--- src/rtl/bp_pkg.sv ---
package bp_pkg;
    localparam int ADDR_W = 16;
    localparam int DATA_W = 8;
    localparam int SEL_W  = 2;
    localparam logic [DATA_W-1:0] BRK_OP = '0;

    typedef enum logic [SEL_W-1:0] {
        SEL_ALO   = 2'd0,
        SEL_AHI   = 2'd1,
        SEL_CTRL  = 2'd2,
        SEL_CLRHT = 2'd3
    } cfg_sel_e;

    typedef enum logic [1:0] {
        ST_DISARMED = 2'd0,
        ST_ARMED    = 2'd1,
        ST_INJECT   = 2'd2
    } bp_state_e;
endpackage

--- src/rtl/bp_regs.sv ---
module bp_regs
    import bp_pkg::*;
#(
    parameter int AW = ADDR_W,
    parameter int DW = DATA_W
) (
    input  logic          clk,
    input  logic          rst_n,
    input  logic          cfg_wr,
    input  logic [SEL_W-1:0] cfg_sel,
    input  logic [DW-1:0] cfg_wdata,
    input  logic          hit_set,
    output logic [AW-1:0] bp_addr,
    output logic          enable,
    output logic          hit
);
    localparam int HI_W = AW - DW;

    logic wr_lo, wr_hi, wr_ctl, wr_clr;

    always_comb begin
        wr_lo  = cfg_wr && (cfg_sel == SEL_ALO) && !enable;
        wr_hi  = cfg_wr && (cfg_sel == SEL_AHI) && !enable;
        wr_ctl = cfg_wr && (cfg_sel == SEL_CTRL);
        wr_clr = cfg_wr && (cfg_sel == SEL_CLRHT);
    end

    always_ff @(posedge clk) begin
        if (!rst_n) begin
            bp_addr <= '0;
            enable  <= 1'b0;
            hit     <= 1'b0;
        end else begin
            if (wr_lo) bp_addr[DW-1:0] <= cfg_wdata;
            if (wr_hi) bp_addr[AW-1:DW] <= cfg_wdata[HI_W-1:0];
            if (wr_ctl) enable <= cfg_wdata[0];
            if (hit_set)     hit <= 1'b1;
            else if (wr_clr) hit <= 1'b0;
        end
    end


    addr_lock_chk: assert property (@(posedge clk) disable iff (!rst_n)
        (enable && !(cfg_wr && cfg_sel == SEL_CTRL)) |=> $stable(bp_addr));

    hit_set_chk: assert property (@(posedge clk) disable iff (!rst_n)
        hit_set |=> hit);
endmodule

--- src/rtl/bp_match.sv ---
module bp_match
    import bp_pkg::*;
#(
    parameter int AW = ADDR_W
) (
    input  logic          clk,
    input  logic          rst_n,
    input  logic [AW-1:0] host_addr,
    input  logic          host_rnw,
    input  logic          host_cyc,
    input  logic [AW-1:0] bp_addr,
    output logic          cyc_q,
    output logic          rd_match
);
    logic [AW-1:0] addr_q;
    logic          rnw_q;

    always_ff @(posedge clk) begin
        if (!rst_n) begin
            addr_q <= '0;
            rnw_q  <= 1'b0;
            cyc_q  <= 1'b0;
        end else begin
            addr_q <= host_addr;
            rnw_q  <= host_rnw;
            cyc_q  <= host_cyc;
        end
    end

    always_comb rd_match = cyc_q && rnw_q && (addr_q == bp_addr);


    match_read_chk: assert property (@(posedge clk) disable iff (!rst_n)
        rd_match |-> ($past(host_rnw) && $past(host_cyc)));
endmodule

--- src/rtl/bp_fsm.sv ---
module bp_fsm
    import bp_pkg::*;
#(
    parameter int DW = DATA_W
) (
    input  logic          clk,
    input  logic          rst_n,
    input  logic          enable,
    input  logic          cyc_q,
    input  logic          rd_match,
    output logic          hit_set,
    output logic          inhibit,
    output logic          drive_en,
    output logic [DW-1:0] drive_data
);
    bp_state_e state, nxt;

    always_comb begin
        nxt = state;
        unique case (state)
            ST_DISARMED: if (enable) nxt = ST_ARMED;
            ST_ARMED: begin
                if (!enable)       nxt = ST_DISARMED;
                else if (rd_match) nxt = ST_INJECT;
            end
            ST_INJECT: if (!cyc_q) nxt = enable ? ST_ARMED : ST_DISARMED;
            default:   nxt = ST_DISARMED;
        endcase
    end

    always_ff @(posedge clk) begin
        if (!rst_n) state <= ST_DISARMED;
        else        state <= nxt;
    end

    always_comb begin
        hit_set    = (state == ST_ARMED) && enable && rd_match;
        inhibit    = (state == ST_INJECT);
        drive_en   = (state == ST_INJECT);
        drive_data = BRK_OP;
    end


    inj_hold_chk: assert property (@(posedge clk) disable iff (!rst_n)
        (state == ST_INJECT && cyc_q) |=> inhibit);

    inj_release_chk: assert property (@(posedge clk) disable iff (!rst_n)
        (state == ST_INJECT && !cyc_q) |=> !inhibit);

    disarmed_quiet_chk: assert property (@(posedge clk) disable iff (!rst_n)
        (state == ST_DISARMED) |-> !drive_en);
endmodule

--- src/rtl/bus_break_injector.sv ---
module bus_break_injector
    import bp_pkg::*;
(
    input  logic              clk,
    input  logic              rst_n,
    input  logic [ADDR_W-1:0] host_addr,
    input  logic              host_rnw,
    input  logic              host_cyc,
    input  logic              cfg_wr,
    input  logic [SEL_W-1:0]  cfg_sel,
    input  logic [DATA_W-1:0] cfg_wdata,
    output logic              bus_inhibit,
    output logic              bus_drive_en,
    output logic [DATA_W-1:0] bus_drive_data,
    output logic              hit_flag,
    output logic              bp_enabled
);
    logic [ADDR_W-1:0] bp_addr;
    logic cyc_q, rd_match, hit_set;

    bp_regs #(.AW(ADDR_W), .DW(DATA_W)) u_regs (
        .clk, .rst_n, .cfg_wr, .cfg_sel, .cfg_wdata, .hit_set,
        .bp_addr, .enable(bp_enabled), .hit(hit_flag)
    );

    bp_match #(.AW(ADDR_W)) u_match (
        .clk, .rst_n, .host_addr, .host_rnw, .host_cyc, .bp_addr,
        .cyc_q, .rd_match
    );

    bp_fsm #(.DW(DATA_W)) u_fsm (
        .clk, .rst_n, .enable(bp_enabled), .cyc_q, .rd_match, .hit_set,
        .inhibit(bus_inhibit), .drive_en(bus_drive_en),
        .drive_data(bus_drive_data)
    );


    brk_byte_chk: assert property (@(posedge clk) disable iff (!rst_n)
        bus_drive_en |-> (bus_drive_data == 8'h00));
endmodule

--- config.mk ---
export PLATFORM = sky130hd
export DESIGN_NAME = bus_break_injector
export DESIGN_NICKNAME = d
export VERILOG_FILES = /design/src/rtl/bp_pkg.sv /design/src/rtl/bp_regs.sv /design/src/rtl/bp_match.sv /design/src/rtl/bp_fsm.sv /design/src/rtl/bus_break_injector.sv
export SDC_FILE = /design/constraint.sdc
export NUM_CORES = 1
export LEC_CHECK = 0
export ABC_AREA = 1
export BUFFER_PORTS_ARGS = -buffer_cell sky130_fd_sc_hd__buf_2
export CORE_ASPECT_RATIO = 0.6
export CORE_MARGIN = 2
export CORE_UTILIZATION = 50
export CTS_CLUSTER_SIZE = 12
export DETAILED_ROUTE_END_ITERATION = 8
export PLACE_DENSITY = 0.75
export SYNTH_ARGS = -nofsm -noshare
export SYNTH_HDL_FRONTEND = slang
export SYNTH_HIERARCHICAL = 1
export SYNTH_SLANG_ARGS = --single-unit
--- constraint.sdc ---
create_clock -name clk -period 1.26 [get_ports clk]
set_input_delay 0.126 -clock clk [delete_from_list [all_inputs] [get_ports clk]]
set_output_delay 0.126 -clock clk [all_outputs]
set_load 0.1 [all_outputs]
==> results.cfg, run 1 <==
[synth]
synth_top_area_share_pct = 42.3
synthCells = 269
synth.distinct_cells = 20
ys_seq_area_share_pct = 42.3
synth_edf_count = 0
synthArstFlopShare_pct = 0
synth_top_area_cell = dfxtp_1
synth-seq-cells = 38
ys_top_cells_by_area = dfxtp_1 (42%), nand2_1 (14%), inv_1 (12%)
avgSynthCellArea_um2 = 6.69
synthesis.area_um2 = 1800
synth.yosys.warnings = 6
synthFlopType = dfxtp_1

[clock_network]
clk_latency_ns = 0.29
clkSlewWorstSetupHoldPaths_ns = 0.07
cts_tree = done
root_buffer = clkbuf_8
htree_levels = 2
numCtsBuffers = 5
cts_sinks = 38
cts_hold_buffers = 0
clockBufferDepth = 2

[timing]
fmax_mhz = 784
final.setup_skew_ns = 0.00415
finalCriticalPeriod_ns = 1.27
maxSlewViolCount = 0
finalCritPeriodShare_pct = 101
tns_ns = -0.0149
final_hold_viol_count = 0
rsz0062_at_grt = true
final.setup.worst_slack_ns = -0.0149
setup_viol = 1
hold_slack_ns = 0.0114

[placement]
port_buffers = 34
dp_worst_setup_slack_ns = -0.0471
dp_cells = 344
hpwl_um = 2550
postPlaceCellArea_um2 = 2030
place_congestion = 0.781

[power]
p_leak_nw = 1.16
p_per_area_nw_per_um2 = 1180
irDropWorstVdd_uv = 688
power_mw = 2.52

[critical_path]
cp.required_ns = 1.49
endpoint_kind = flip-flop
crit_arrival_ns = 1.51
cp-start-kind = flip-flop
critPathKind = reg2reg
critical_path.max_fanout = 2

[global_routing]
grt_max_degree = 25
grt_overflow = 0
antenna_found_initial = 0
grt.total_usage_pct = 18.7
grt_pass1_vias = 1311
grt_pass1_wl_um = 5690

[cells_and_area]
final_common_cell = nand2_1
num_antenna_cells = 0
drive_above_1_share_pct = 24.8
final_util_pct = 64.0
final_cell_mix = nand2_1 (66), inv_1 (52), nor2_1 (39)
areaGrowthSynthToFinish_pct = 19.0
final_nets = 338
fin_area_um2 = 2140
finalNonFillerCells = 352

[flow_run]
cap_violations = 0

[routing]
drc_errors = 0
first_pass_iters = 4
via_per_inst = 4.36
wl_um = 3490
final_antenna_net_count = 0
drt_iter0_drc = 98
vias = 1533
wl_per_cell_um = 9.90

[worst_hold_path]
hold_path.class = in2reg

[die]
start_util_pct = 53.8
io_pins = 43
core_um2 = 3340
fp.dieArea_um2 = 4110
die_w_um = 81.4
die_h_um = 50.5
rows = 16

[run_status]
violations = negative setup slack
status = complete, but fails checks
## cells in the mapped netlist, types with 3 or more instances
cell type / instances
nand2_1: 67
inv_1: 57
nor2_1: 41
dfxtp_1: 38
nand3_1: 20
a21oi_1: 10
buf_4: 10
nor2_4: 4
buf_2: 3
buf_6: 3
## where the power goes
part	switching [mW]	total, mW	internal, mW
logic	0.296	0.441	0.144
registers	0.0410	1.31	1.27
clock network	0.391	0.771	0.380
total	0.728	2.52	1.79
## critical path, cell delays in order (launching register included)
cell	delay [ns]
dfxtp_2	0.34
inv_1	0.04
nand2_1	0.04
nand4_1	0.13
nor2_1	0.12
nand3_1	0.08
nor2_2	0.10
nand4_1	0.14
inv_1	0.11
a21oi_2	0.04
nor2_1	0.08
## final timing paths
| kind | slack, ns | depth (start not counted) | to | from |
|---|---|---|---|---|
| setup / recovery | -0.01 | 10 | u_regs/hit | u_match/addr_q[14] |
| hold reg to reg | 0.48 | 2 | u_regs/bp_addr[13] | u_regs/bp_addr[13] |
| hold / removal | 0.01 | 3 | u_match/addr_q[2] | host_addr[2] |
| setup reg to reg | -0.01 | 10 | u_regs/hit | u_match/addr_q[14] |
## state kept, by name, summed over array words and instances (netlist names)
signal,count
u_match/addr_q,16
u_regs/bp_addr,16
u_fsm/state,2
u_match/cyc_q,1
u_match/rnw_q,1
u_regs/enable,1
u_regs/hit,1
## per-layer routing
| layer | GRT usage [%] | up-vias | wire (µm) |
|---|---|---|---|
| met5 | 0 | - | 0 |
| met2 | 26.2 | 43 | 1430 |
| li1 | - | 842 | - |
| met3 | 5.94 | 9 | 301 |
| met1 | 26.0 | 639 | 1720 |
| met4 | 8.47 | 0 | 43 |
## cells by family (layout without fill, tap and decap cells)
kind of cell,Yosys count,after routing,synth area share (%)
xor+xnor,3,3,1.46
other cells,1,8,0.208
flops,38,38,42.3
buf+inv,75,106,19.2
simple gates,137,137,32.3
compound gates,15,15,4.52
## repair_timing
item                       4_1_cts  5_1_grt
gates resized for setup          8       12
buffers inserted                 0        1
setup endpoints to repair        2        3
pin swaps                        3        9
## layout make-up
class | instances | area [µm²]
Clock buffer | 7 | 76.3
Fill cell | 299 | 1200
Inverter | 59 | 221
Multi-Input combinational cell | 163 | 736
Sequential cell | 38 | 778
Tap cell | 45 | 56.3
Timing Repair Buffer | 40 | 273
(Power assumes the default switching activity.)
==> inputs of run 2 (changes only) <==
--- a/config.mk
+++ b/config.mk
@@ -8,11 +8,11 @@
 export ABC_AREA = 1
 export BUFFER_PORTS_ARGS = -buffer_cell sky130_fd_sc_hd__buf_2
 export CORE_ASPECT_RATIO = 0.6
-export CORE_MARGIN = 2
 export CORE_UTILIZATION = 50
 export CTS_CLUSTER_SIZE = 12
 export DETAILED_ROUTE_END_ITERATION = 8
 export PLACE_DENSITY = 0.75
+export SKIP_LAST_GASP = 1
 export SYNTH_ARGS = -nofsm -noshare
 export SYNTH_HDL_FRONTEND = slang
 export SYNTH_HIERARCHICAL = 1
==> run 2 against run 1 <==
Effect of this change: the flow still finishes with violations (negative setup slack); register-to-register slack worse by 0.09 ns; clock skew increased by 0.0021 ns; power rose by 3.6%; global-route usage grew 0.96 points; fmax shrank 6.5%; clock power grew 12%; worst setup slack lost 0.089 ns; sequential cell count did not move; non-clock buffer count is 1 lower; design area is 0.35% higher; largest cell class unchanged.
==> results.cfg, run 2 (synthesis gave the netlist of run 1 again) <==
[timing]
maxSlewViolCount = 0
final_hold_viol_count = 0
fmax_mhz = 733
rsz0062_at_grt = true
final.setup.worst_slack_ns = -0.104
final.setup_skew_ns = 0.00628
setup_viol = 3
finalCritPeriodShare_pct = 108
finalCriticalPeriod_ns = 1.36

[cells_and_area]
final_cell_mix = nand2_1 (66), inv_1 (54), nor2_1 (38)
final_common_cell = nand2_1
areaGrowthSynthToFinish_pct = 19.4
top_regs = u_match/addr_q (16), u_regs/bp_addr (16), u_fsm/state (2)
fill_cells = 333
final_nets = 337
fin_area_um2 = 2150
drive_above_1_share_pct = 23.5
num_antenna_cells = 0

[die]
io_pins = 43
die_h_um = 48.5
fp.dieArea_um2 = 3850
rows = 16
core_um2 = 3340
start_util_pct = 53.8
die_w_um = 79.4

[clock_network]
htree_levels = 2
clk_latency_ns = 0.29
clockBufferDepth = 2
cts_tree = done
cts_hold_buffers = 0
clkSlewWorstSetupHoldPaths_ns = 0.08
root_buffer = clkbuf_8
numCtsBuffers = 5
cts_sinks = 38

[global_routing]
grt_pass1_vias = 1347
grt.total_usage_pct = 19.7
grt_pass1_wl_um = 5680
grt_max_degree = 17
grtUsageMet1_pct = 27.9
grt_overflow = 0
grt_util_met2_pct = 28.9
met3_usage_pct = 6.79
busiest_layer = met2
antenna_found_initial = 0

[placement]
place_congestion = 0.842
postPlaceCellArea_um2 = 2020
hpwl_um = 2650
dp_worst_setup_slack_ns = -0.193
port_buffers = 34

[routing]
drt_iter0_drc = 70
vias = 1550
via_per_inst = 4.40
wl_um = 3500
drc_errors = 0
final_antenna_net_count = 0
first_pass_iters = 4
wl_per_cell_um = 9.93

[flow_run]
cap_violations = 0

[power]
power_mw = 2.61
p_per_area_nw_per_um2 = 1210
p_leak_nw = 1.16
irDropWorstVdd_uv = 746

[critical_path]
crit_arrival_ns = 1.59
cp.required_ns = 1.48
endpoint_kind = flip-flop
critPathKind = reg2reg
cp-start-kind = flip-flop
critical_path.max_fanout = 2

[run_status]
status = complete, but fails checks
violations = negative setup slack

[worst_hold_path]
hold_path.class = in2reg
## run 2: cell count changes in the layout (fill, tap and decap cells not counted), sizes merged
cell    delta
clkinv     +1
clkbuf     -1
inv        +1
buf        -1
## run 2: final timing paths
| check | startpoint | slack (ns) | depth (start not counted) | end |
|---|---|---|---|---|
| setup / recovery | u_match/addr_q[6] | -0.10 | 11 | u_fsm/state[1] |
| setup reg to reg | u_match/addr_q[6] | -0.10 | 11 | u_fsm/state[1] |
| hold / removal | host_addr[4] | 0.01 | 3 | u_match/addr_q[4] |
| hold reg to reg | u_regs/bp_addr[0] | 0.49 | 2 | u_regs/bp_addr[0] |
## run 2: power breakdown
part,total [mW],switching (mW),internal [mW]
sequential,1.30,0.0414,1.26
clock,0.864,0.422,0.441
combinational,0.441,0.300,0.140
total,2.61,0.764,1.85
## run 2: layer usage
layer | vias up | wire length, µm
met2 | 44 | 1460
met5 | - | 0
met1 | 659 | 1790
met3 | 2 | 233
met4 | 0 | 15
li1 | 845 | -
## run 2: final cells by class
type / instances / area, µm² / share of cell area [%]
clock buffers: 6 / 82.6 / 3.84
clock inverters: 2 / 11.3 / 0.524
inverters: 59 / 221 / 10.3
multi-input cells: 163 / 739 / 34.4
flip-flops and latches: 38 / 772 / 35.9
well taps: 45 / 56.3 / 2.62
repair buffers: 39 / 265 / 12.3
## run 2: through the flow
step | util [%] | setup TNS (ns) | instances | hold WS [ns]
floorplan | - | -0.0177 | 276 | 0.219
global placement | 60.6 | -0.197 | 343 | 0.308
detailed placement | 60.6 | -0.393 | 343 | 0.311
CTS | 63.6 | -0.226 | 351 | 0.00723
global route | 64.3 | -0.549 | 352 | 0.00564
finish | 64.3 | -0.176 | 352 | 0.0123
## run 2: critical path: stages (launching register included)
cell and delay (ns):
dfxtp_2 0.34, inv_2 0.03, nand2_2 0.06, nand2_1 0.05, inv_1 0.05, nand2_1 0.06
nor2_2 0.14, nand3_2 0.10, nor2_2 0.10, nand4_1 0.11, buf_4 0.16, a21oi_2 0.09
## run 2: repair_timing
action                                  in CTS  in global routing
endpoints found under the setup margin       3                  4
pin swaps                                    7                  5
hold endpoints to repair                     0                  0
gates resized for setup                      6                  7
setup buffers                                0                  1
